--- src/rtl/opstage_pkg.sv ---
package opstage_pkg;
  typedef enum logic [2:0] {
    SRC_NONE, SRC_MEM, SRC_REGS, SRC_AONLY, SRC_ADDR, SRC_JUMP
  } src_e;

  typedef enum logic [1:0] {
    DST_NONE, DST_REG, DST_PAIR, DST_MEM
  } dst_e;

  typedef enum logic [1:0] {
    SQ_IDLE, SQ_STEP1, SQ_STEP2, SQ_FIN
  } seq_e;

  typedef struct packed {
    src_e src;
    dst_e dst;
  } route_t;
endpackage

--- src/rtl/opstage_decode.sv ---
module opstage_decode
  import opstage_pkg::*;
#(
  parameter int OP_W = 8
) (
  input  logic [OP_W-1:0] opcode,
  output route_t          route
);
  always_comb begin
    route.src = SRC_NONE;
    route.dst = DST_NONE;
    case (opcode)
      8'h00, 8'h01, 8'h02, 8'h03, 8'h13: begin
        route.src = SRC_MEM;  route.dst = DST_REG;
      end
      8'h04, 8'h14: begin
        route.src = SRC_MEM;  route.dst = DST_PAIR;
      end
      8'h05: route.src = SRC_MEM;
      8'h10: begin
        route.src = SRC_AONLY; route.dst = DST_MEM;
      end
      8'h11: begin
        route.src = SRC_ADDR; route.dst = DST_REG;
      end
      8'h20, 8'h21, 8'h22, 8'h23, 8'h33: begin
        route.src = SRC_REGS; route.dst = DST_REG;
      end
      8'h24, 8'h34: begin
        route.src = SRC_REGS; route.dst = DST_PAIR;
      end
      8'h25: route.src = SRC_REGS;
      8'h80, 8'h81, 8'h82, 8'h83, 8'h84, 8'h85, 8'h86,
      8'h93, 8'h94, 8'h95, 8'h96: route.src = SRC_JUMP;
      default: ;
    endcase
  end
endmodule

--- src/rtl/opstage_seq.sv ---
module opstage_seq
  import opstage_pkg::*;
(
  input  logic clk,
  input  logic rst_n,
  input  logic start_valid,
  output logic start_ready,
  output logic accept,
  output logic step1,
  output logic step2,
  output logic done
);
  seq_e state_q, state_d;

  assign start_ready = (state_q == SQ_IDLE);
  assign accept      = start_valid && start_ready;
  assign step1       = (state_q == SQ_STEP1);
  assign step2       = (state_q == SQ_STEP2);
  assign done        = (state_q == SQ_FIN);

  always_comb begin
    state_d = state_q;
    case (state_q)
      SQ_IDLE:  if (start_valid) state_d = SQ_STEP1;
      SQ_STEP1: state_d = SQ_STEP2;
      SQ_STEP2: state_d = SQ_FIN;
      default:  state_d = SQ_IDLE;
    endcase
  end

  always_ff @(posedge clk or negedge rst_n)
    if (!rst_n) state_q <= SQ_IDLE;
    else        state_q <= state_d;
endmodule

--- src/rtl/opstage_load.sv ---
module opstage_load
  import opstage_pkg::*;
#(
  parameter int DATA_W = 32,
  parameter int ADDR_W = 16,
  parameter int RIDX_W = 4
) (
  input  logic              clk,
  input  logic              rst_n,
  input  logic              active,
  input  logic              step1,
  input  logic              step2,
  input  src_e              src,
  input  logic [RIDX_W-1:0] idx_a,
  input  logic [RIDX_W-1:0] idx_b,
  input  logic [ADDR_W-1:0] eff,
  output logic              rf_rd_en,
  output logic [RIDX_W-1:0] rf_rd_addr,
  input  logic [DATA_W-1:0] rf_rd_data,
  output logic              mem_rd_en,
  input  logic [DATA_W-1:0] mem_rdata,
  output logic [DATA_W-1:0] stage_s,
  output logic [DATA_W-1:0] stage_rz,
  output logic [ADDR_W-1:0] jump_addr
);
  logic want_a, want_b;

  assign want_a     = (src == SRC_MEM) || (src == SRC_REGS) || (src == SRC_AONLY);
  assign want_b     = (src == SRC_REGS);
  assign rf_rd_en   = active && ((step1 && want_a) || (step2 && want_b));
  assign rf_rd_addr = step2 ? idx_b : idx_a;
  assign mem_rd_en  = active && step1 && (src == SRC_MEM);

  always_ff @(posedge clk or negedge rst_n) begin
    if (!rst_n) begin
      stage_s   <= '0;
      stage_rz  <= '0;
      jump_addr <= '0;
    end else if (active) begin
      if (step1) begin
        if (want_a)           stage_s   <= rf_rd_data;
        if (src == SRC_ADDR)  stage_s   <= DATA_W'(eff);
        if (src == SRC_JUMP)  jump_addr <= eff;
      end
      if (step2) begin
        if (src == SRC_MEM)   stage_rz  <= mem_rdata;
        if (want_b)           stage_rz  <= rf_rd_data;
      end
    end
  end
endmodule

--- src/rtl/opstage_commit.sv ---
module opstage_commit
  import opstage_pkg::*;
#(
  parameter int DATA_W = 32,
  parameter int RIDX_W = 4
) (
  input  logic              active,
  input  logic              step1,
  input  logic              step2,
  input  dst_e              dst,
  input  logic [RIDX_W-1:0] idx_a,
  input  logic [DATA_W-1:0] stage_s,
  input  logic [DATA_W-1:0] stage_rz,
  output logic              rf_wr_en,
  output logic [RIDX_W-1:0] rf_wr_addr,
  output logic [DATA_W-1:0] rf_wr_data,
  output logic              mem_wr_en,
  output logic [DATA_W-1:0] mem_wdata
);
  localparam logic [RIDX_W-1:0] ONE = RIDX_W'(1);
  logic first_reg, second_reg;

  assign first_reg  = step1 && ((dst == DST_REG) || (dst == DST_PAIR));
  assign second_reg = step2 && (dst == DST_PAIR);
  assign rf_wr_en   = active && (first_reg || second_reg);
  assign rf_wr_addr = second_reg ? idx_a + ONE : idx_a;
  assign rf_wr_data = second_reg ? stage_rz : stage_s;
  assign mem_wr_en  = active && step1 && (dst == DST_MEM);
  assign mem_wdata  = stage_s;
endmodule

--- src/rtl/operand_stager.sv ---
module operand_stager
  import opstage_pkg::*;
#(
  parameter int DATA_W = 32,
  parameter int ADDR_W = 16,
  parameter int RIDX_W = 4,
  parameter int OP_W   = 8
) (
  input  logic              clk,
  input  logic              rst_n,
  input  logic              start_valid,
  output logic              start_ready,
  input  logic              start_wb,
  input  logic [OP_W-1:0]   start_opcode,
  input  logic [RIDX_W-1:0] start_r1,
  input  logic [RIDX_W-1:0] start_r2,
  input  logic [ADDR_W-1:0] start_addr,
  output logic              done,
  output logic              rf_rd_en,
  output logic [RIDX_W-1:0] rf_rd_addr,
  input  logic [DATA_W-1:0] rf_rd_data,
  output logic              rf_wr_en,
  output logic [RIDX_W-1:0] rf_wr_addr,
  output logic [DATA_W-1:0] rf_wr_data,
  output logic              mem_rd_en,
  output logic              mem_wr_en,
  output logic [ADDR_W-1:0] mem_addr,
  output logic [DATA_W-1:0] mem_wdata,
  input  logic [DATA_W-1:0] mem_rdata,
  output logic [DATA_W-1:0] stage_s,
  output logic [DATA_W-1:0] stage_rz,
  output logic [ADDR_W-1:0] jump_addr
);
  logic              accept, step1, step2;
  logic              wb_q;
  logic [OP_W-1:0]   op_q;
  logic [RIDX_W-1:0] a_q, b_q;
  logic [ADDR_W-1:0] eff_q;
  route_t            route;

  always_ff @(posedge clk or negedge rst_n) begin
    if (!rst_n) begin
      wb_q  <= 1'b0;
      op_q  <= '0;
      a_q   <= '0;
      b_q   <= '0;
      eff_q <= '0;
    end else if (accept) begin
      wb_q  <= start_wb;
      op_q  <= start_opcode;
      a_q   <= start_r1;
      b_q   <= start_r2;
      eff_q <= start_addr;
    end
  end

  assign mem_addr = eff_q;

  opstage_seq u_seq (
    .clk(clk), .rst_n(rst_n), .start_valid(start_valid),
    .start_ready(start_ready), .accept(accept),
    .step1(step1), .step2(step2), .done(done)
  );

  opstage_decode #(.OP_W(OP_W)) u_dec (.opcode(op_q), .route(route));

  opstage_load #(.DATA_W(DATA_W), .ADDR_W(ADDR_W), .RIDX_W(RIDX_W)) u_load (
    .clk(clk), .rst_n(rst_n), .active(!wb_q), .step1(step1), .step2(step2),
    .src(route.src), .idx_a(a_q), .idx_b(b_q), .eff(eff_q),
    .rf_rd_en(rf_rd_en), .rf_rd_addr(rf_rd_addr), .rf_rd_data(rf_rd_data),
    .mem_rd_en(mem_rd_en), .mem_rdata(mem_rdata),
    .stage_s(stage_s), .stage_rz(stage_rz), .jump_addr(jump_addr)
  );

  opstage_commit #(.DATA_W(DATA_W), .RIDX_W(RIDX_W)) u_commit (
    .active(wb_q), .step1(step1), .step2(step2), .dst(route.dst),
    .idx_a(a_q), .stage_s(stage_s), .stage_rz(stage_rz),
    .rf_wr_en(rf_wr_en), .rf_wr_addr(rf_wr_addr), .rf_wr_data(rf_wr_data),
    .mem_wr_en(mem_wr_en), .mem_wdata(mem_wdata)
  );
endmodule

--- config.mk ---
export PLATFORM = sky130hd
export DESIGN_NAME = operand_stager
export DESIGN_NICKNAME = d
export VERILOG_FILES = /design/src/rtl/opstage_pkg.sv /design/src/rtl/opstage_decode.sv /design/src/rtl/opstage_seq.sv /design/src/rtl/opstage_load.sv /design/src/rtl/opstage_commit.sv /design/src/rtl/operand_stager.sv
export SDC_FILE = /design/constraint.sdc
export NUM_CORES = 1
export LEC_CHECK = 0
export BUFFER_PORTS_ARGS = -buffer_cell sky130_fd_sc_hd__buf_2
export CORE_MARGIN = 10
export CORE_UTILIZATION = 48
export DETAILED_ROUTE_END_ITERATION = 10
export MAX_ROUTING_LAYER = met4
export PLACE_DENSITY = 0.81
export SYNTH_ARGS = -nofsm -noshare
export SYNTH_HDL_FRONTEND = slang
export SYNTH_SLANG_ARGS = --single-unit
--- constraint.sdc ---
create_clock -name clk -period 3.5 [get_ports clk]
set_clock_uncertainty 0.05 [all_clocks]
set_input_delay 0.7 -clock clk [delete_from_list [all_inputs] [get_ports clk]]
set_output_delay 0.7 -clock clk [all_outputs]
set_load 0.005 [all_outputs]
======== Yosys cells after proc, flatten, opt, wreduce, memory -nomap -nowiden ========
Index checks and enable logic that the tools add are counted.
storage, ports and cells
  bits in registers ....................... 115
  latch bits .............................. 0
  RAM bits ................................ 0
  memory bits (read-only) ................. 0
  word-level logic and storage cells ...... 91
  memories kept ........................... 0
operators by class
  add/subtract/negate cells ............... 1
  multiply operators ...................... 0
  div/mod/pow operators ................... 0
  $lt $le $gt $ge ......................... 0
  equal/unequal tests ..................... 40
  shift operators ......................... 0
  muxes and demuxes ....................... 11
  bitwise operators ....................... 1
  reduce and logical (&&, ||, !) cells .... 29
operators by type and width
  kind                                                 number
  2-to-1 mux 32 bit                                    5
  equality test 8 bit, second input constant           11
  equality test 8 x 6 -> 1 bit, second input constant  8
  equality test 8 x 5 -> 1 bit, second input constant  4
  OR reduction 11 bit                                  2
  equality test 8 x 2 -> 1 bit, second input constant  2
  equality test 8 x 3 -> 1 bit, second input constant  2
  OR reduction 8 bit                                   2
  one-hot mux 3 bit (5 select lines)                   1
  one-hot mux 2 bit (3 select lines)                   2
  logical AND 1 bit                                    11
  AND reduction 3 bit                                  3
  equality test 2 bit, second input constant           4
  equality test 8 x 1 -> 1 bit, second input constant  1
  zero test 8 bit                                      1
  2-to-1 mux 4 bit                                     2
  equality test 3 x 2 -> 1 bit, second input constant  2
  equality test 3 bit, second input constant           2
  logical OR 1 bit                                     5
  adder 4 x 1 -> 4 bit, second input constant          1
  equality test 2 x 1 -> 1 bit, second input constant  2
  nonzero test 2 bit                                   2
  OR reduction 4 bit                                   1
  equality test 3 x 1 -> 1 bit, second input constant  1
  other kinds (5)                                      5

======== Longest topological paths before layout ========
  depth in word-level cells ............... 9
  gate-level depth with buffers ........... 9
  mapped depth without buffers ............ 8

======== Modules after synthesis ========
From an unflattened synthesis, not the netlist that was laid out.
unflattened totals
  cell total of the unflattened synthesis .. 460
  area total of the unflattened synthesis .. 6419.9 µm²
modules (own cells, without submodules)
  module          instances  cells each  area an instance (µm²)  seq. area each (µm²)
  opstage_load    1          262         3794.9                  2001.9
  operand_stager  1          71          1385.1                  825.8
  opstage_commit  1          82          862.1                   0.0
  opstage_decode  1          31          207.7                   0.0
  opstage_seq     1          14          170.2                   50.0

======== Worst setup path after synthesis ========
Ideal clock, no wire load.
  path type ............................... flip-flop to output port
  start ................................... register op_q[6]
  end ..................................... output rf_wr_addr[3]
  data arrival time ....................... 2.223 ns
  data required time ...................... 2.750 ns
  path slack .............................. 0.527 ns
  stages on the path, launching flop included .. 8
  buffers on the path ..................... 1
  path through ............................ dfrtp_1 > or3_2 > nor4_1 > ha_1 > nand2_1 > clkbuf_1 > nor2_1 > xor2_1
between the ends
  word-level cells in the longest chain between the ends .. 6
  elaborated cells between the ends (all ways) .. 22
ends and longest elaborated chain
  item                                                                        RTL line              source
  from (decl)                                                                 operand_stager.sv:36  logic [OP_W-1:0] op_q;
  from (signal assigned)                                                      operand_stager.sv:50  op_q <= start_opcode;
  equality test 8 x 1 -> 1 bit (tied with other cells)                        opstage_decode.sv:12  case (opcode)
  OR reduction 11 bit (no line) / OR reduction 4 bit (equally long branches)  -
  one-hot mux 2 bit (3 select lines) (*)                                      opstage_decode.sv:12
  equality test 2 bit (*)                                                     opstage_commit.sv:24  assign second_reg = step2 && (dst == DST_PAIR);
  logical AND 1 bit (*)                                                       opstage_commit.sv:24
  2-to-1 mux 4 bit (*)                                                        opstage_commit.sv:26  assign rf_wr_addr = second_reg ? idx_a + ONE : idx_a;
  to (decl)                                                                   operand_stager.sv:23  output logic [RIDX_W-1:0] rf_wr_addr,
Mark *: on every way between the ends. The rest lies on a longest branch, timed or not.

======== Worst setup path after layout ========
  start ................................... register op_q[6]
  end ..................................... output rf_wr_data[0]
between the ends
  word-level cells in the longest chain between the ends .. 6
  elaborated cells between the ends (all ways) .. 22
ends and longest elaborated chain
  item                                                                        RTL line              source
  equality test 8 x 1 -> 1 bit (tied with other cells)                        opstage_decode.sv:12
  OR reduction 11 bit (no line) / OR reduction 4 bit (equally long branches)  -
  one-hot mux 2 bit (3 select lines) (*)                                      opstage_decode.sv:12
  equality test 2 bit (*)                                                     opstage_commit.sv:24
  logical AND 1 bit (*)                                                       opstage_commit.sv:24
  2-to-1 mux 32 bit (*)                                                       opstage_commit.sv:27  assign rf_wr_data = second_reg ? stage_rz : stage_s;
  to (decl)                                                                   operand_stager.sv:24  output logic [DATA_W-1:0] rf_wr_data,
Marks and branches as above.

==> flow_metrics.tcl <==
set metrics [dict create \
    grt_pass1_vias 5129 \
    fin_crit_sh_pct 95.86 \
    tns_ns 0 \
    path_max_fanout 36 \
    syn_nets 550 \
    yosysSeqAreaShare_pct 47.39 \
    htreeDepth 4 \
    clk_pin_slew_ns 0.05 \
    fp.dieW_um 132.5 \
    ys_seq_elements 115 \
    critPathCaptureType "primary output" \
    area_growth_pct 32.60 \
    finalWirelength_mm 18.20 \
    grt_pass1_wl_mm 28.24 \
    nFillCells 976 \
    cp_top_family "simple AND/OR/NAND/NOR gates" \
    antenna_found_initial 1 \
    crit_path_end "rf_wr_data[0]" \
    criticalPathCategory "register to primary output" \
    drive_above_1_share_pct 72.14 \
    grt_overflow_total 0 \
    yosys_warnings 0 \
    crit_buf_inv 2 \
    rr_endpoint "u_load.stage_rz[27]" \
    setup_violations 0 \
    status "complete, no violations" \
    final_max_slew_viol_count 0 \
    cts_sinks 115 \
    crit_cells 7 \
    wl_per_cell_um 20.85 \
    p_leak_nw 4.151 \
    fin_total_pwr_mw 7.487 \
    power_density_mw_per_mm2 929.9 \
    crit_slowest_cell "or3_2" \
    hp-class "primary input to asynchronous set/reset pin" \
    via_per_inst 5.291 \
    ant_nets 0 \
    relSlewSlack_pct 24.67 \
    chipHeight_um 132.5 \
    mostFrequentLayoutCells "272 x buf_2, 150 x mux2_2, 113 x dfrtp_1, 30 x mux2_4, 17 x clkbuf_16" \
    synth_top_area_share_pct 47.39 \
    final_util_pct 64.32 \
    dieArea_mm2 0.01755 \
    crit_required_ns 2.75 \
    rrSetupSlack_ns 1.01 \
    syn-cell-area_mm2 0.006072 \
    post-dp-hpwl_mm 13.58 \
    cp-startpoint "op_q[6]" \
    cts_tree "done" \
    clockBufferDepth 2 \
    post-route-min-period_ns 3.355 \
    cts_made_buffers 17 \
    yosysUniqueCellTypes 39 \
    clock-root-buffer "clkbuf_16" \
    reg2reg_depth 6 \
    yosys.area.top_type "dfrtp_1" \
    rr_startpoint "u_seq.state_q[0]" \
    crit_chain "or3_2, nor4_4, ha_2, nand2_2, buf_12, mux2_2, buf_2" \
    timing.hold.ws_ns 0.2935 \
    drt-initial-drc-count 194 \
    drv_cap 0 \
    grt_use_total_pct 20.87 \
    multi_input_area_mm2 0.002814 \
    io_buffers 273 \
    io_pins 274 \
    start_util_pct 48.51 \
    gp_congestion 0.8961 \
    finalHoldViolations 0 \
    syn-instance-count 443 \
    yosys-top-cells-area "dfrtp_1 47%, mux2_2 28%, mux2_4 7.4%" \
    nets 795 \
    slowest_delay_ns 0.54 \
    vdd_drop_max_v 0.0005217 \
    coreArea_mm2 0.01252 \
    drc_errors 0 \
    maxClockFrequency_mhz 298.1 \
    seqCellArea_mm2 0.002880 \
    tightest_slew_ns 1.130 \
    num_vias 4619 \
    grt_setup_unrepaired "no" \
    arrival_ns 2.61 \
    start_kind "register" \
    final_common_cell "buf_2" \
    dr.pass1.iters 5 \
    synth.avg_cell_area_um2 13.71 \
    clkLatencyLatePin_ns 0.42 \
    num_rows 41 \
    grt_max_degree 116 \
]
==> cell usage after synthesis <==
master,number
mux2_2,150
dfrtp_1,115
buf_4,35
mux2_4,30
a22o_1,12
buf_2,11
nand2_1,10
inv_1,9
ha_1,7
clkbuf_1,6
mux2i_1,5
nor2b_1,5
a21oi_1,4
nand3_1,4
nor2_1,4
buf_1,3
nor3_1,3
a21boi_0,2
buf_6,2
mux2_1,2
nand2b_1,2
o211ai_1,2
o21a_1,2
o31ai_1,2
xnor2_1,2
a2111oi_0,1
a211o_1,1
a211oi_2,1
and2_1,1
and3_1,1
nand4_2,1
nor4_1,1
nor4_4,1
nor4b_4,1
o2111ai_2,1
o211a_1,1
o21ai_0,1
or3_2,1
xor2_1,1
==> registers in the layout (all words and copies together), names as in the netlist <==
register	cells
mem_addr	16
a_q	4
b_q	4
u_load.stage_rz	32
u_load.jump_addr	16
u_seq.state_q	2
wb_q	1
op_q	8
u_load.stage_s	32
==> cell families (layout without fill, tap and decap cells) <==
group | Yosys count | in the layout | synth area share, %
compound gates | 30 | 30 | 4.038
xor+xnor | 3 | 3 | 0.4328
fa+ha+maj | 7 | 7 | 1.442
buf+inv | 66 | 323 | 6.717
flops | 115 | 115 | 47.39
mux | 187 | 187 | 36.43
other cells | 0 | 1 | 0
simple gates | 35 | 35 | 3.544
==> final cells by class <==
cell class,instances,share of cell area [%]
repair buffers,283,18.40
well taps,172,2.673
clock inverters,11,1.958
inverters,9,0.4196
flip-flops and latches,115,35.77
multi-input cells,262,34.95
clock buffers,20,5.796
diodes,1,0.03108
==> stage by stage <==
stage | cells | area (um^2) | worst slack, ns
4_1_cts | 871 | 8029 | 0.04266
3_3_place_gp | 840 | 7398 | 0.5118
2_1_floorplan | 443 | 6072 | 0.5268
5_1_grt | 873 | 8051 | 0.01321
6_report | 873 | 8051 | 0.1449
3_5_place_dp | 840 | 7398 | 0.4246
==> timing repair <==
action / 4_1_cts / 5_1_grt
pin swaps: 0 / 2
setup endpoints to repair: 34 / 34
setup buffers: 0 / 1
resized for setup: 1 / 4
hold buffers: 0 / 0
==> power breakdown <==
| part | internal, mW | total, mW | switching [mW] |
|---|---|---|---|
| sequential | 1.99 | 2.65 | 0.666 |
| combinational | 1.74 | 3.00 | 1.27 |
| clock | 1.23 | 1.83 | 0.598 |
==> how the worst min path moves through the flow <==
stage	end	depth (start not counted)
after global routing	u_load.stage_s[25]	2
final	u_load.stage_rz[25]	2
after detailed placement	u_load.jump_addr[12]	1
after global placement	u_load.jump_addr[12]	1
after CTS	u_load.stage_s[25]	2
after floorplan	a_q[0]	0
==> per-layer routing <==
metal	track usage, %	part of all wire, %	vias up
met1	22.19	40	2312
met4	8.191	1.6	0
met2	35.60	52	231
met3	6.548	6.9	23
li1	-	-	2053
met5	-	0	-
No activity file was read; power rests on OpenSTA's default activity.
